<file path="config.mk">
export PLATFORM = sky130hd
export DESIGN_NAME = gpio_mmio
export DESIGN_NICKNAME = d
export VERILOG_FILES = /design/src/rtl/gpio_mmio_pkg.sv /design/src/rtl/gpio_mmio_sync.sv /design/src/rtl/gpio_mmio_remap.sv /design/src/rtl/gpio_mmio_outlatch.sv /design/src/rtl/gpio_mmio_dirctl.sv /design/src/rtl/gpio_mmio.sv
export SDC_FILE = /design/constraint.sdc
export NUM_CORES = 1
export LEC_CHECK = 0
export BUFFER_PORTS_ARGS = -buffer_cell sky130_fd_sc_hd__buf_2
export CORE_MARGIN = 4
export CORE_UTILIZATION = 35
export CTS_CLUSTER_SIZE = 8
export DETAILED_ROUTE_END_ITERATION = 8
export PLACE_DENSITY = 0.66
export SLEW_MARGIN = 20
export SYNTH_ARGS = -nofsm -noshare
export SYNTH_HDL_FRONTEND = slang
export SYNTH_HIERARCHICAL = 1
export SYNTH_SLANG_ARGS = --single-unit
</file>
<file path="constraint.sdc">
create_clock -name clk -period 1.7 [get_ports clk]
set_input_delay 0.34 -clock clk [delete_from_list [all_inputs] [get_ports clk]]
set_output_delay 0.34 -clock clk [all_outputs]
set_load 0.02 [all_outputs]
</file>
<file path="src/rtl/gpio_mmio_pkg.sv">
package gpio_mmio_pkg;

  typedef enum logic [1:0] {
    OUT_SINGLE  = 2'd0,
    OUT_SETCLR  = 2'd1,
    OUT_SETONLY = 2'd2
  } out_style_e;

  localparam int ADDR_W = 2;

  localparam logic [ADDR_W-1:0] OFS_DATA  = 2'd0;
  localparam logic [ADDR_W-1:0] OFS_SET   = 2'd1;
  localparam logic [ADDR_W-1:0] OFS_CLEAR = 2'd2;
  localparam logic [ADDR_W-1:0] OFS_DIR   = 2'd3;

  function automatic bit width_ok(int w);
    return (w == 8) || (w == 16) || (w == 32) || (w == 64);
  endfunction

endpackage

</file>
<file path="src/rtl/gpio_mmio_sync.sv">
module gpio_mmio_sync #(
  parameter int WIDTH  = 32,
  parameter int STAGES = 2
) (
  input  logic             clk,
  input  logic             rst,
  input  logic [WIDTH-1:0] d,
  output logic [WIDTH-1:0] q
);

  logic [WIDTH-1:0] chain [STAGES];

  for (genvar s = 0; s < STAGES; s++) begin : g_stage
    if (s == 0) begin : g_first
      always_ff @(posedge clk) begin
        if (rst) chain[s] <= '0;
        else     chain[s] <= d;
      end
    end else begin : g_next
      always_ff @(posedge clk) begin
        if (rst) chain[s] <= '0;
        else     chain[s] <= chain[s-1];
      end
    end
  end

  assign q = chain[STAGES-1];

endmodule

</file>
<file path="src/rtl/gpio_mmio_remap.sv">
module gpio_mmio_remap #(
  parameter int WIDTH   = 32,
  parameter bit REVERSE = 1'b0
) (
  input  logic [WIDTH-1:0] a,
  output logic [WIDTH-1:0] b
);

  for (genvar i = 0; i < WIDTH; i++) begin : g_bit
    if (REVERSE) begin : g_rev
      assign b[i] = a[WIDTH-1-i];
    end else begin : g_str
      assign b[i] = a[i];
    end
  end

endmodule

</file>
<file path="src/rtl/gpio_mmio_outlatch.sv">
module gpio_mmio_outlatch
  import gpio_mmio_pkg::*;
#(
  parameter int         WIDTH = 32,
  parameter out_style_e STYLE = OUT_SETCLR
) (
  input  logic             clk,
  input  logic             rst,
  input  logic             wr_dat,
  input  logic             wr_set,
  input  logic             wr_clr,
  input  logic [WIDTH-1:0] wdata,
  output logic [WIDTH-1:0] latch_q,
  output logic [WIDTH-1:0] set_rd
);

  logic [WIDTH-1:0] latch_nxt;

  always_comb begin
    latch_nxt = latch_q;
    case (STYLE)
      OUT_SINGLE: begin
        if (wr_dat) latch_nxt = wdata;
      end
      OUT_SETCLR: begin
        if (wr_set)      latch_nxt = latch_q | wdata;
        else if (wr_clr) latch_nxt = latch_q & ~wdata;
      end
      default: begin
        if (wr_set) latch_nxt = wdata;
      end
    endcase
  end

  always_ff @(posedge clk) begin
    if (rst) latch_q <= '0;
    else     latch_q <= latch_nxt;
  end

  assign set_rd = (STYLE == OUT_SINGLE) ? '0 : latch_q;

  if (STYLE == OUT_SINGLE) begin : g_chk_single
    p_single_load_r2: assert property (@(posedge clk) disable iff (rst)
      wr_dat |=> latch_q == $past(wdata));
    p_single_keep_r2: assert property (@(posedge clk) disable iff (rst)
      !wr_dat |=> $stable(latch_q));
  end else if (STYLE == OUT_SETCLR) begin : g_chk_setclr
    p_setclr_set_r3: assert property (@(posedge clk) disable iff (rst)
      wr_set |=> (latch_q & $past(wdata)) == $past(wdata));
    p_setclr_clr_r3: assert property (@(posedge clk) disable iff (rst)
      wr_clr |=> (latch_q & $past(wdata)) == '0);
    p_setclr_keep_r3: assert property (@(posedge clk) disable iff (rst)
      (wr_set || wr_clr) |=> ((latch_q ^ $past(latch_q)) & ~$past(wdata)) == '0);
    p_setclr_idle_r3: assert property (@(posedge clk) disable iff (rst)
      !(wr_set || wr_clr) |=> $stable(latch_q));
  end else begin : g_chk_setonly
    p_setonly_load_r4: assert property (@(posedge clk) disable iff (rst)
      wr_set |=> latch_q == $past(wdata));
    p_setonly_keep_r4: assert property (@(posedge clk) disable iff (rst)
      !wr_set |=> $stable(latch_q));
  end

endmodule

</file>
<file path="src/rtl/gpio_mmio_dirctl.sv">
module gpio_mmio_dirctl #(
  parameter int WIDTH      = 32,
  parameter bit DIR_OUT_EN = 1'b1,
  parameter bit DIR_IN_SEL = 1'b0
) (
  input  logic             clk,
  input  logic             rst,
  input  logic             wr_dir,
  input  logic [WIDTH-1:0] wdata,
  output logic [WIDTH-1:0] oe_q,
  output logic [WIDTH-1:0] dir_rd
);

  localparam bit NO_DIR = !DIR_OUT_EN && !DIR_IN_SEL;
  localparam logic [WIDTH-1:0] OE_RESET = NO_DIR ? '1 : '0;

  logic [WIDTH-1:0] oe_nxt;

  always_comb begin
    oe_nxt = oe_q;
    if (wr_dir && !NO_DIR) begin
      oe_nxt = DIR_IN_SEL ? ~wdata : wdata;
    end
  end

  always_ff @(posedge clk) begin
    if (rst) oe_q <= OE_RESET;
    else     oe_q <= oe_nxt;
  end

  always_comb begin
    if (NO_DIR)          dir_rd = '0;
    else if (DIR_IN_SEL) dir_rd = ~oe_q;
    else                 dir_rd = oe_q;
  end

  if (NO_DIR) begin : g_chk_none
    p_dir_fixed_r7: assert property (@(posedge clk) disable iff (rst)
      wr_dir |=> &oe_q);
  end else if (DIR_IN_SEL) begin : g_chk_insel
    p_insel_load_r6: assert property (@(posedge clk) disable iff (rst)
      wr_dir |=> oe_q == ~$past(wdata));
    p_insel_keep_r6: assert property (@(posedge clk) disable iff (rst)
      !wr_dir |=> $stable(oe_q));
  end else begin : g_chk_outen
    p_outen_load_r5: assert property (@(posedge clk) disable iff (rst)
      wr_dir |=> oe_q == $past(wdata));
    p_outen_keep_r5: assert property (@(posedge clk) disable iff (rst)
      !wr_dir |=> $stable(oe_q));
  end

endmodule

</file>
<file path="src/rtl/gpio_mmio.sv">
module gpio_mmio
  import gpio_mmio_pkg::*;
#(
  parameter int         WIDTH       = 32,
  parameter out_style_e OUT_STYLE   = OUT_SETCLR,
  parameter bit         DIR_OUT_EN  = 1'b1,
  parameter bit         DIR_IN_SEL  = 1'b0,
  parameter bit         REVERSE     = 1'b0,
  parameter int         SYNC_STAGES = 2
) (
  input  logic              clk,
  input  logic              rst,
  input  logic              wr_en,
  input  logic              rd_en,
  input  logic [ADDR_W-1:0] addr,
  input  logic [WIDTH-1:0]  wdata,
  output logic [WIDTH-1:0]  rdata,
  input  logic [WIDTH-1:0]  pin_in,
  output logic [WIDTH-1:0]  pin_out,
  output logic [WIDTH-1:0]  pin_oe
);

  if (!width_ok(WIDTH)) begin : g_bad_width
    $error("gpio_mmio: WIDTH must be 8, 16, 32 or 64");
  end
  if (DIR_OUT_EN && DIR_IN_SEL) begin : g_bad_dir
    $error("gpio_mmio: output-enable and input-select direction are exclusive");
  end

  logic wr_dat, wr_set, wr_clr, wr_dir;

  assign wr_dat = wr_en && (addr == OFS_DATA);
  assign wr_set = wr_en && (addr == OFS_SET);
  assign wr_clr = wr_en && (addr == OFS_CLEAR);
  assign wr_dir = wr_en && (addr == OFS_DIR);

  logic [WIDTH-1:0] pin_sync;
  logic [WIDTH-1:0] in_reg;
  logic [WIDTH-1:0] latch_q;
  logic [WIDTH-1:0] set_rd;
  logic [WIDTH-1:0] oe_q;
  logic [WIDTH-1:0] dir_rd;
  logic [WIDTH-1:0] rd_mux;

  gpio_mmio_sync #(.WIDTH(WIDTH), .STAGES(SYNC_STAGES)) u_sync (
    .clk (clk),
    .rst (rst),
    .d   (pin_in),
    .q   (pin_sync)
  );

  gpio_mmio_remap #(.WIDTH(WIDTH), .REVERSE(REVERSE)) u_map_in (
    .a (pin_sync),
    .b (in_reg)
  );

  gpio_mmio_outlatch #(.WIDTH(WIDTH), .STYLE(OUT_STYLE)) u_latch (
    .clk     (clk),
    .rst     (rst),
    .wr_dat  (wr_dat),
    .wr_set  (wr_set),
    .wr_clr  (wr_clr),
    .wdata   (wdata),
    .latch_q (latch_q),
    .set_rd  (set_rd)
  );

  gpio_mmio_dirctl #(
    .WIDTH      (WIDTH),
    .DIR_OUT_EN (DIR_OUT_EN),
    .DIR_IN_SEL (DIR_IN_SEL)
  ) u_dir (
    .clk    (clk),
    .rst    (rst),
    .wr_dir (wr_dir),
    .wdata  (wdata),
    .oe_q   (oe_q),
    .dir_rd (dir_rd)
  );

  gpio_mmio_remap #(.WIDTH(WIDTH), .REVERSE(REVERSE)) u_map_out (
    .a (latch_q),
    .b (pin_out)
  );

  gpio_mmio_remap #(.WIDTH(WIDTH), .REVERSE(REVERSE)) u_map_oe (
    .a (oe_q),
    .b (pin_oe)
  );

  always_comb begin
    case (addr)
      OFS_DATA:  rd_mux = (oe_q & latch_q) | (~oe_q & in_reg);
      OFS_SET:   rd_mux = set_rd;
      OFS_CLEAR: rd_mux = '0;
      default:   rd_mux = dir_rd;
    endcase
  end

  always_ff @(posedge clk) begin
    if (rst)        rdata <= '0;
    else if (rd_en) rdata <= rd_mux;
  end

  p_clear_reads_zero_r10: assert property (@(posedge clk) disable iff (rst)
    (rd_en && addr == OFS_CLEAR) |=> rdata == '0);
  p_rdata_hold_r12: assert property (@(posedge clk) disable iff (rst)
    !rd_en |=> $stable(rdata));
  p_output_pins_drive_latch_r9: assert property (@(posedge clk) disable iff (rst)
    (rd_en && addr == OFS_DATA) |=> ((rdata ^ $past(latch_q)) & $past(oe_q)) == '0);

endmodule

</file>
* Word level (Yosys, flattened, before mapping)
Memory sizes are Yosys's and may differ from the RTL's.
Index checks and enable logic that the tools add are counted.
** Word-level totals
- Register bits after elaboration :: 96
- RAM bits :: 64
- Memories :: 1
- Word-level logic and storage cells :: 29
** Memory list
- u_sync.chain :: words 2, bits a word 32, read ports 2, clocked after Yosys merged registers in 0, wr ports 2, RTL line gpio_mmio_sync.sv:11 : logic [WIDTH-1:0] chain [STAGES];
** Operators by class
- Bitwise operators :: 9
- Equality and inequality tests :: 3
- Reduce and logical (&&, ||, !) cells :: 5
- Mux-type cells :: 8
** Operators by type and width (count)
- $mux 32 :: 4
- $and 32x32->32 :: 3
- $pmux 32 s3 :: 1
- $not 32->32 :: 2
- $or 32x32->32 :: 2
- $eq 2x2->1 const B :: 2
- $logic_and 1x1->1 :: 3
- $mux 1 :: 3
- $eq 2x1->1 const B :: 1
- $logic_not 2->1 :: 1
- $or 1x1->1 :: 2
- $reduce_bool 2->1 :: 1

* Depth between registers and ports, before layout
- Depth in word-level cells :: 4
- Depth in mapped cells :: 7

* By module
Netlist, hierarchy kept.
** By module, submodules not included
- gpio_mmio :: instances 1, sequential area each 640.6 um^2, area each 2183.3 um^2, cells each 184
- gpio_mmio_sync :: instances 1, sequential area each 1281.2 um^2, area each 1918.1 um^2, cells each 135
- gpio_mmio_outlatch :: instances 1, sequential area each 640.6 um^2, area each 1650.3 um^2, cells each 169
- gpio_mmio_dirctl :: instances 1, sequential area each 640.6 um^2, area each 1403.8 um^2, cells each 135
- gpio_mmio_remap :: instances 3, sequential area each 0.0 um^2, area each 240.2 um^2, cells each 32

* Worst setup path before layout
Ideal clock, no wire load.
- Path type :: input-to-reg
- From :: input addr[1]
- To :: register with a tool-made name
- Stages :: 7
- Setup time :: 0.125 ns
- Data required time :: 1.575 ns
- Slack :: 0.022 ns
- Arrival :: 1.553 ns
- Cell sequence :: buf_6 clkbuf_1 nand2_1 nor2_1 buf_6 a21bo_1 a21oi_2
** RTL lines
- start: declaration :: RTL line gpio_mmio.sv:15 : input logic [ADDR_W-1:0] addr,

* Worst setup path after layout
- From :: register u_dir.oe_q[31] (netlist: u_dir/dir_rd[31])
- To :: output pin_oe[31]
** RTL lines
- start: declaration :: RTL line gpio_mmio_dirctl.sv:10 : output logic [WIDTH-1:0] oe_q,
- start signal: assignment :: RTL line gpio_mmio_dirctl.sv:28 : else oe_q <= oe_nxt;
- end: declaration :: RTL line gpio_mmio.sv:20 : output logic [WIDTH-1:0] pin_oe
No word-level cell between the ends.

==> summary.md <==
| Metric | Value |
|---|---|
| CTS Sinks | 160 |
| Initial antenna violation count | 1 |
| Skew-Pair Late Insertion Delay | 410 ps |
| Starting DRC count in detailed routing | 179 |
| Tot Pwr | 8.85 mW |
| Final GP Congestion | 0.734 |
| Fmax achieved | 718 MHz |
| Slew @ Worst Pin | 462 ps |
| Power Internal | 6.77 mW |
| Full die area | 24900 um2 |
| Fin. Hold Viols | 0 |
| Post-synthesis net count | 788 |
| Starting Density | 35.8% |
| Highest-delay cell along the critical path | dfxtp_1 |
| Resized Gates After CTS | 0 |
| Post-Syn Area | 7870 um2 |
| DPL Wire Length | 11.3 mm |
| IO buf count | 165 |
| Via density per instance | 4.61 |
| Setup repair bufs after CTS | 0 |
| Worst Setup Start Kind | flop |
| Pin count of the biggest net entering global routing | 57 |
| Comb power frac | 8.5% |
| DP Worst Slack | 135 ps |
| Antenna cells | 0 |
| Worst Path Max Fanout | 4 |
| Most common cell after layout, fill and taps aside | buf_2 |
| Post-route DRC | 0 |
| Fillers | 2178 |
| Total negative slack | 0 ps |
| Area Overhead vs Synth | 6.54% |
| Root buf cell | clkbuf_16 |
| Sequential share of power | 44.9% |
| CTS tree | done |
| Final setup violation count | 0 |
| Crit end category | primary output |
| First-pass detailed-route iteration total | 4 |
| Antenna viol nets, final | 0 |
| Most frequent cells in the layout | buf_2, dfxtp_1, mux2i_1, nor2b_2, nand2_1 |
| Final Net Count | 788 |
| Total GRT Usage | 13.2% |
| Sw frac | 23.5% |
| Relative slew slack | 69.2% |
| Setup ws final | 307 ps |
| First-pass GRT wire length | 25.8 mm |
| Finished Core Util | 38.2% |
| Setup Skew | 6.91 ps |
| CTS Hold Bufs | 0 |
| Crit path cell chain | buf_2 |
| Clock-pin slew on the worst setup and hold paths | 70 ps |
| Max cap viols | 0 |
| Critical path arrival | 1050 ps |
| Placement Rows | 54 |
| Fin crit share | 82.0% |
| Kind of critical path | flop to primary output |
| P_sw | 2.08 mW |
| CP max stage delay | 430 ps |
| Area of the multi-input gates | 3140 um2 |
| Sequential cell area | 3200 um2 |
| RSZ-0062 raised after global routing | no |
| Post-Layout Cell Count | 1011 |
| Layout cells sized above 1 | 50.3% |
| Max clock buf depth | 2 |
| Minimum clock period | 1390 ps |
| CTS H-tree lvls | 4 |
| WL per Instance | 16.1 um |
| I/O pins | 166 |
| Status | finished clean |
| CP top delay family | flip-flops |
| Ys Warns | 6 |
| Clock power share | 46.6% |
| Core Region | 22000 um2 |
| Via count | 4661 |
| Die Y-Extent | 158 um |
| CTS Buf Count | 17 |
| Power Density | 1060 nW/um2 |
| Critical Path RT | 1360 ps |
| Post-Synthesis Cells | 718 |
| Vias in the first global route | 4619 |
| Average size of a mapped cell | 11.0 um2 |
| Hold/Removal Path Class | input pin to flop |
| Die width | 158 um |
| Max-slew violation total from the final report | 0 |
| Pleak | 3.41 nW |
| GRT overflow | 0 |
| VDD IR max | 0.000566 V |
| Post-Route WL | 16.3 mm |
| Buffers plus inverters on the worst setup path | 1 |
| Post-Place Cells | 979 |
per-stage QoR:
step,hold WS (ps),area [um2]
after floorplan,409,7870
after global placement,419,7740
after detailed placement,419,7740
after CTS,103,8380
after global routing,107,8380
final,132,8380
power groups by stage:
stage	Sequential (mW)	Combinational, mW	Clock, mW
final	3.97	0.753	4.12
after global routing	3.99	0.820	4.39
after CTS	3.97	0.764	4.24
after detailed placement	4.05	0.762	0
after global placement	4.05	0.753	0
after floorplan	4.03	0.681	0
worst register-to-register path: cells and delay by family, from the launching register on:
kind	cells	cell delay [ps]
AND/OR/NAND/NOR	1	460
flip-flops	1	360
AO/OA/AOI/OAI	1	70
layout make-up:
type | instances | area share, %
Sequential cell | 160 | 38.2
Multi-Input combinational cell | 358 | 37.4
Timing Repair Buffer | 181 | 12.6
Clock buffer | 21 | 5.49
Tap cell | 280 | 4.18
Clock inverter | 11 | 2.12
layer usage:
metal	track usage, %	share of wire (%)	vias to the layer above
met5	0	0.074	-
met4	3.25	1.2	2
met3	4.10	5.7	13
met2	20.9	46	110
met1	17.6	47	2252
li1	-	-	2284
final timing paths:
check / startpoint / endpoint / slack [ps] / depth (start not counted)
worst min register to register: u_sync/chain[0][5]$_SDFF_PP0_ / u_sync/chain[1][5]$_SDFF_PP0_ / 440 / 1
worst min-delay path: pin_in[10] / u_sync/chain[0][10]$_SDFF_PP0_ / 130 / 2
worst max-delay path: u_dir/dir_rd[31]$_SDFFE_PP0P_ / pin_oe[31] / 310 / 1
worst max register to register: rdata[16]$_SDFFE_PP0P_ / rdata[16]$_SDFFE_PP0P_ / 730 / 2
Note: power is estimated with default switching activity, not from simulation.
